[src/rtl/brkf_pkg.sv]
package brkf_pkg;
  localparam int CODE_W   = 4;
  localparam int MAX_DIV  = 32;
  localparam int MAX_CNT  = 8;
  localparam int DLOG_W   = $clog2($clog2(MAX_DIV) + 1);
  localparam int PC_W     = $clog2(MAX_DIV);
  localparam int CNT_W    = $clog2(MAX_CNT + 1);
  localparam int WIN_MAX  = MAX_DIV * MAX_CNT;
  localparam int RUN_W    = $clog2(WIN_MAX + 2);

  typedef struct packed {
    logic [DLOG_W-1:0] dlog;
    logic [CNT_W-1:0]  lim;
  } flt_sel_t;

  function automatic flt_sel_t sel_of(input logic [CODE_W-1:0] code);
    flt_sel_t s;
    case (code)
      4'd1:    s = '{dlog: 3'd0, lim: 4'd2};
      4'd2:    s = '{dlog: 3'd0, lim: 4'd4};
      4'd3:    s = '{dlog: 3'd0, lim: 4'd8};
      4'd4:    s = '{dlog: 3'd1, lim: 4'd6};
      4'd5:    s = '{dlog: 3'd1, lim: 4'd8};
      4'd6:    s = '{dlog: 3'd2, lim: 4'd6};
      4'd7:    s = '{dlog: 3'd2, lim: 4'd8};
      4'd8:    s = '{dlog: 3'd3, lim: 4'd6};
      4'd9:    s = '{dlog: 3'd3, lim: 4'd8};
      4'd10:   s = '{dlog: 3'd4, lim: 4'd5};
      4'd11:   s = '{dlog: 3'd4, lim: 4'd6};
      4'd12:   s = '{dlog: 3'd4, lim: 4'd8};
      4'd13:   s = '{dlog: 3'd5, lim: 4'd5};
      4'd14:   s = '{dlog: 3'd5, lim: 4'd6};
      4'd15:   s = '{dlog: 3'd5, lim: 4'd8};
      default: s = '{dlog: 3'd0, lim: 4'd0};
    endcase
    return s;
  endfunction
endpackage

[src/rtl/brkf_cfg.sv]
module brkf_cfg
  import brkf_pkg::*;
#(
  parameter int LOCK_W = 2
) (
  input  logic              clk,
  input  logic              rst,
  input  logic              wr_i,
  input  logic [CODE_W-1:0] code_i,
  input  logic              en_i,
  input  logic [LOCK_W-1:0] lock_i,
  output logic [CODE_W-1:0] code_o,
  output logic              restart_o
);
  logic [CODE_W-1:0] code_q;
  logic              take;

  assign take      = wr_i && !en_i && (lock_i == '0);
  assign restart_o = take;
  assign code_o    = code_q;

  always_ff @(posedge clk) begin
    if (rst)       code_q <= '0;
    else if (take) code_q <= code_i;
  end


  frozen_cfg_chk: assert property (@(posedge clk) disable iff (rst)
    (wr_i && (en_i || lock_i != '0)) |=> $stable(code_q));
endmodule

[src/rtl/brkf_decode.sv]
module brkf_decode
  import brkf_pkg::*;
(
  input  logic [CODE_W-1:0] code_i,
  output logic              bypass_o,
  output logic [PC_W-1:0]   div_m1_o,
  output logic [CNT_W-1:0]  lim_o,
  output logic [RUN_W-1:0]  win_o
);
  flt_sel_t sel;
  logic [PC_W:0] div_full;

  always_comb begin
    sel      = sel_of(code_i);
    div_full = (PC_W+1)'(1) << sel.dlog;
    bypass_o = (code_i == '0);
    div_m1_o = PC_W'(div_full - 1'b1);
    lim_o    = sel.lim;
    win_o    = RUN_W'(div_full) * RUN_W'(sel.lim);
  end
endmodule

[src/rtl/brkf_chan.sv]
module brkf_chan
  import brkf_pkg::*;
(
  input  logic              clk,
  input  logic              rst,
  input  logic              tick_en,
  input  logic              brk_i,
  input  logic              restart_i,
  input  logic [CODE_W-1:0] code_i,
  output logic              filt_o
);
  logic             bypass;
  logic [PC_W-1:0]  div_m1;
  logic [CNT_W-1:0] lim;
  logic [RUN_W-1:0] win;
  logic [PC_W-1:0]  pc_q;
  logic [CNT_W-1:0] cnt_q;
  logic             filt_q;

  brkf_decode u_dec (
    .code_i  (code_i),
    .bypass_o(bypass),
    .div_m1_o(div_m1),
    .lim_o   (lim),
    .win_o   (win)
  );

  always_ff @(posedge clk) begin
    if (rst || restart_i) begin
      pc_q   <= '0;
      cnt_q  <= '0;
      filt_q <= 1'b0;
    end else if (bypass) begin
      pc_q   <= '0;
      cnt_q  <= '0;
      filt_q <= brk_i;
    end else if (!brk_i) begin
      pc_q   <= '0;
      cnt_q  <= '0;
      filt_q <= 1'b0;
    end else if (tick_en) begin
      if (cnt_q == lim) begin
        filt_q <= 1'b1;
      end else if (pc_q == div_m1) begin
        pc_q  <= '0;
        cnt_q <= cnt_q + 1'b1;
      end else begin
        pc_q <= pc_q + 1'b1;
      end
    end
  end

  assign filt_o = filt_q;

  // Checker: length of the current active run in ticks, saturating.
  logic [RUN_W-1:0] run_q;
  always_ff @(posedge clk) begin
    if (rst || restart_i || bypass || !brk_i) run_q <= '0;
    else if (tick_en && run_q != '1)         run_q <= run_q + 1'b1;
  end


  bypass_follow_chk: assert property (@(posedge clk) disable iff (rst)
    (bypass && !restart_i) |=> (filt_q == $past(brk_i)));

  idle_clears_chk: assert property (@(posedge clk) disable iff (rst)
    !brk_i |=> !filt_q);

  no_tick_hold_chk: assert property (@(posedge clk) disable iff (rst)
    (!tick_en && brk_i && !bypass && !restart_i) |=> $stable(filt_q));

  window_exact_chk: assert property (@(posedge clk) disable iff (rst)
    ($rose(filt_q) && !bypass) |-> (run_q == win + 1'b1));
endmodule

[src/rtl/brk_glitch_filter.sv]
module brk_glitch_filter
  import brkf_pkg::*;
#(
  parameter int PATHS  = 2,
  parameter int LOCK_W = 2
) (
  input  logic              clk,
  input  logic              rst,
  input  logic              tick_en,
  input  logic [PATHS-1:0]  brk_in,
  input  logic [PATHS-1:0]  brk_en,
  input  logic [LOCK_W-1:0] lock_lvl,
  input  logic [PATHS-1:0]  cfg_wr,
  input  logic [CODE_W-1:0] cfg_code,
  output logic [PATHS-1:0]  brk_filt
);
  for (genvar p = 0; p < PATHS; p++) begin : g_path
    logic [CODE_W-1:0] code;
    logic              restart;

    brkf_cfg #(.LOCK_W(LOCK_W)) u_cfg (
      .clk      (clk),
      .rst      (rst),
      .wr_i     (cfg_wr[p]),
      .code_i   (cfg_code),
      .en_i     (brk_en[p]),
      .lock_i   (lock_lvl),
      .code_o   (code),
      .restart_o(restart)
    );

    brkf_chan u_chan (
      .clk      (clk),
      .rst      (rst),
      .tick_en  (tick_en),
      .brk_i    (brk_in[p]),
      .restart_i(restart),
      .code_i   (code),
      .filt_o   (brk_filt[p])
    );
  end


  reset_low_chk: assert property (@(posedge clk) rst |=> (brk_filt == '0));
endmodule

[config.mk]
export PLATFORM = sky130hd
export DESIGN_NAME = brk_glitch_filter
export DESIGN_NICKNAME = d
export VERILOG_FILES = /design/src/rtl/brkf_pkg.sv /design/src/rtl/brkf_cfg.sv /design/src/rtl/brkf_decode.sv /design/src/rtl/brkf_chan.sv /design/src/rtl/brk_glitch_filter.sv
export SDC_FILE = /design/constraint.sdc
export NUM_CORES = 1
export LEC_CHECK = 0
export BUFFER_PORTS_ARGS = -buffer_cell sky130_fd_sc_hd__buf_2
export CAP_MARGIN = 20
export CORE_UTILIZATION = 53
export DETAILED_ROUTE_END_ITERATION = 8
export HOLD_SLACK_MARGIN = 0.05
export MAX_ROUTING_LAYER = met4
export PLACE_DENSITY_LB_ADDON = 0.12
export SYNTH_ARGS = -nofsm -noshare
export SYNTH_HDL_FRONTEND = slang
export SYNTH_SLANG_ARGS = --single-unit
[constraint.sdc]
create_clock -name clk -period 6.4 [get_ports clk]
set_input_delay 0.64 -clock clk [delete_from_list [all_inputs] [get_ports clk]]
set_output_delay 0.64 -clock clk [all_outputs]
set_load 0.02 [all_outputs]
Word level (Yosys, flattened, before mapping)
Memories as Yosys holds them, arrays and structs flattened. A register that Yosys moved wholly into a read port is not among the register bits. Index checks and enable logic that the tools add are counted.

Shifts and indexed selects: 2. Mux-type cells: 14. $add $sub $neg: 6. Reductions and logical operators: 19. Bitwise operators: 4. Equal/unequal tests: 8.

Operators with widths (number): 4-bit two-way mux (4); 5-bit by 1-bit adder with 5-bit output (second input constant) (2); 5-bit equality test (2); 5-bit two-way mux (2); 1-bit by 3-bit left shift with 5-bit output (first input constant) (2); 5-bit by 1-bit subtractor with 5-bit output (second input constant) (2); 4-bit by 1-bit adder with 4-bit output (second input constant) (2); 4-bit equality test (2); 4-bit zero test (2); 1-bit two-way mux (8); 2-bit AND reduction (4); 3-bit by 1-bit inequality test with 1-bit output (second input constant) (2); 3-bit by 2-bit inequality test with 1-bit output (second input constant) (2); 3-bit AND reduction (2); 3-bit OR reduction (2); 1-bit logical AND (4); 1-bit inverter (4); 1-bit zero test (2); 2-bit zero test (1); 1-bit logical OR (2).

Memories kept: 2. Output and inout bits: 2. Bits of input ports: 15. Register bits: 28. ROM bits: 224. Word-level logic and storage cells: 63.

Memory list: (name not given) (words 16, width 7, rd ports 1, clocked after memory_dff 1, write ports 0, line brkf_pkg.sv:18) `case (code)`; (name not given) (words 16, width 7, rd ports 1, clocked after memory_dff 1, write ports 0, line brkf_pkg.sv:18).

Logic depth before layout (Yosys ltp)
Depth in word-level cells: 5. Gate-level depth with buffers: 9. Depth with buffers taken out: 8.

Modules after synthesis
Synthesis repeated with hierarchy kept, for this count alone.

Cells, all modules: 421. Area total of the unflattened synthesis: 3614.7 µm².

By module, submodules not included: brkf_chan (instances 2, area each 663.1 µm², cells each 71, seq. area each 200.2 µm²); brkf_decode (g_path[0].u_chan.u_dec) (instances 1, area each 953.4 µm², cells each 122, seq. area each 0.0 µm²); brkf_decode (g_path[1].u_chan.u_dec) (instances 1, area each 947.2 µm², cells each 123, seq. area each 0.0 µm²); brkf_cfg (instances 2, area each 193.9 µm², cells each 17, seq. area each 80.1 µm²).

Least setup slack after synthesis
No wires, ideal clock.

Path kind: input-to-reg. From: input port lock_lvl[1]. To: register, netlist name g_path[1].u_chan.u_dec.sel[3]. Data required time: 6266 ps. Cell stages on the path: 6. Arrival time: 2419 ps. Path buffers: 0. Library setup time: 134 ps. Setup slack: 3847 ps. Cell sequence: nor4b_4 mux2i_1 nor2_1 inv_1 ha_1 mux4_2.

Longest elaborated chain between the ends: 4.

RTL lines: start, declared (line brk_glitch_filter.sv:12) `input logic [LOCK_W-1:0] lock_lvl,`; 2-bit zero test (line brkf_cfg.sv:18) `assign take = wr_i && !en_i && (lock_i == '0);`; 1-bit logical AND (line brkf_cfg.sv:18); 4-bit two-way mux (no line) (2 in a row).

Every way passes these cells. A chain may end at the register's enable or synchronous reset.

Final worst setup path
From: input port lock_lvl[1]. To: register, netlist name g_path[1].u_chan.u_dec.sel[3].

Longest elaborated chain between the ends: 4.

RTL lines (line): 2-bit zero test (brkf_cfg.sv:18); 1-bit logical AND (brkf_cfg.sv:18); 4-bit two-way mux (no line) (2 in a row).

Every way passes these cells.

==> impl_metrics.csv <==
group,metric,value,unit
route,first_pass_iters,4,
timing,fin_tns_setup,0,ns
timing,period_share,41.20,%
grt,grt_pass1_wl,7051,um
setup_path,cp.arrival,2.81,ns
placement,pre_cts_ws,3.477,ns
route,wl_per_cell,13.23,um
grt,grt_usage,20.78,%
grt,grt_pass1_vias,1584,
yosys,synth_nets,272,
cts,cts-root-buf,"clkbuf_8",
yosys,netlist.area_leader.share,35.71,%
die,core-area,4144,um^2
cts,cts_resized,0,
finish,nets,285,
timing,rsz0062_at_grt,"false",
status,outcome,"finished clean",
yosys,synth_top_cell_by_area,"dfxtp_1",
power,peakVddDrop,0.1058,mV
setup_path,r2r_slack,4.44,ns
setup_path,cp_data_required_time,6.57,ns
timing,holdWs,0.5083,ns
power,cellPowerDensity,187.9,nW/um^2
placement,dp_cells,299,
cts,cts_buffers,5,
cts,clock_sinks,42,
timing,drv_slew,0,
route,via_per_inst,5.663,
yosys,netlist_area,2355,um^2
cts,cts_tree,"built",
yosys,ys_types,52,
finish,fill_cells,365,
power,finalPower,472.7,uW
route,drcViolationCount,0,
timing,max-slew-margin-rel,45.49,%
cts,clk_path_buf_depth,2,
setup_path,worstPathMaxFanout,7,
yosys,seq_area_frac_synth,35.71,%
finish,drive_gt1_share,14.84,%
placement,finalWeightedCongestion,0.8164,
yosys,post_synth.cell_area_avg,9.690,um^2
cts,holdBufCountCts,0,
finish,finalNonFillerCells,306,
die,ios,17,
placement,dp_hpwl,3108,um
die,rows,23,
cts,h-tree-depth,2,
finish,multi_input_area,1403,um^2
route,wl,4049,um
setup_path,cp_slowest_cell,"nor4b_4",
timing,setup_violations,0,
setup_path,path_cells,"buf_2, nor4b_4, mux2i_1, nor2_1, inv_1, ha_1, mux4_2",
worst_hold_path,hp-class,"flop to flop",
yosys,ys_async_sr_fraction,0,%
grt,antenna_found_initial,0,
yosys,synth_edf_count,0,
grt,grt_max_degree,21,
yosys,ys_seq_elements,42,
timing,period_minus_slack,2.637,ns
yosys,yosys-top-cells-area,"dfxtp_1 (36%), mux2i_1 (7.7%), ha_1 (7.4%), mux4_2 (3.8%), xor2_1 (3.7%)",
timing,skew,0.003384,ns
route,drtAntennaViolNets,0,
power,p_leak,0.9820,nW
finish,fin_area,2516,um^2
yosys,synth_ff_type,"dfxtp_1",
timing,fin_ws,3.763,ns
route,via_count,1733,
placement,portBuffers,16,
timing,tightest_slew,0.8088,ns
die,die_w,68.66,um
setup_path,worstSetupPathType,"input pin to flop",
setup_path,end_kind,"flop",
cts,clk_pin_slew_worst_paths,0.08,ns
finish,seqCellArea,840.8,um^2
cts,cts_setup_buffers,0,
setup_path,setup.worst_path.start_class,"input pin",
finish,antenna_cells,0,
grt,grt_overflow,0,
finish,fin_util,60.72,%
die,initial_core_util,56.82,%
die,fp.dieH,68.66,um
timing,hold_viol,0,
die,die_area,4714,um^2
setup_path,slowest_delay,0.53,ns
route,drt_iter0_markers,107,
cts,worstSkewPairLatency,0.29,ns
finish,area_growth_syn_to_layout,6.854,%
timing,timing.fmax,379.3,MHz
flow_run,maxCapViolations,0,
yosys,yosysWarningCount,0,
placement,placement.cell_area,2437,um^2
yosys,postSynthCellCount,243,
## cells in the final DEF (no fill, tap or decap), types with 3 or more instances in the layout
cell type	count
nor3_1	14
xnor2_1	8
nor4b_1	5
mux4_2	4
o21ai_0	7
or4_1	4
or3_1	3
inv_1	10
dfxtp_1	42
ha_1	14
clkinv_2	3
o31ai_1	6
xor2_1	10
nand2_1	11
nor2_1	22
nand3_1	9
a21oi_1	6
mux2i_1	18
nor4_1	4
buf_2	16
clkbuf_8	5
## layer usage
layer	track usage, %	up-vias	routed length (um)
met5	-	-	0
met4	6.510	0	38
met3	5.428	5	173
met2	31.13	28	1738
met1	27.23	792	2099
li1	-	908	-
## critical path: cells and delay by family
family / cells / cell delay, ns
adder cells (fa/ha/maj): 1 / 0.34
buffers and inverters: 2 / 0.28
multiplexers: 2 / 0.64
AND/OR/NAND/NOR: 2 / 0.90
## final timing paths
path / start / to / cells after the start
setup / recovery: lock_lvl[1] / g_path[1].u_chan.u_dec.sel[3] / 7
hold / removal: g_path[0].u_chan.cnt_q[3] / g_path[0].u_chan.cnt_q[3] / 2
setup reg to reg: g_path[1].u_chan.cnt_q[0] / g_path[1].u_chan.pc_q[2] / 5
hold reg to reg: g_path[0].u_chan.cnt_q[3] / g_path[0].u_chan.cnt_q[3] / 2
## area by class of cell
type	instances	share of cell area (%)
sequential	42	33.42
timing repair buffer	16	3.183
clock buffer	5	2.735
tap	50	2.486
inverter	12	2.039
multi-input combinational	179	55.74
clock inverter	2	0.3978
## cells by family (layout without fill, tap and decap cells)
logic type,count (synthesis),in the layout,share of synthesized area [%]
and+or+nand+nor,91,91,23.22
DFF,42,42,35.71
AOI/OAI and AO/OA,34,34,10.73
muxes,22,22,11.48
buffers and inverters,22,35,4.729
xor gates and xnor gates,18,18,6.695
adders and majority gates,14,14,7.439
## flip-flops by register name, summed over array words and instances (netlist names)
register	cells
g_path.u_cfg.code_o	8
g_path.u_chan.u_dec.sel	14
g_path.u_chan.filt_o	2
g_path.u_chan.cnt_q	8
g_path.u_chan.pc_q	10
## power by group
group	leakage, nW	switching [mW]	total (mW)	internal [mW]
Sequential	0.340	0.00298	0.269	0.266
Clock	0.0438	0.0859	0.159	0.0732
Combinational	0.599	0.0259	0.0450	0.0190
Total	0.982	0.115	0.473	0.358
## synthesized netlist by cell type, types with 3 or more instances
cell,instances
dfxtp_1,42
nor2_1,22
mux2i_1,18
ha_1,14
nor3_1,14
nand2_1,11
inv_1,10
xor2_1,10
nand3_1,9
xnor2_1,8
o21ai_0,7
a21oi_1,6
o31ai_1,6
nor4b_1,5
mux4_2,4
nor4_1,4
or4_1,4
or3_1,3
Note: power is estimated with default switching activity, not from simulation.
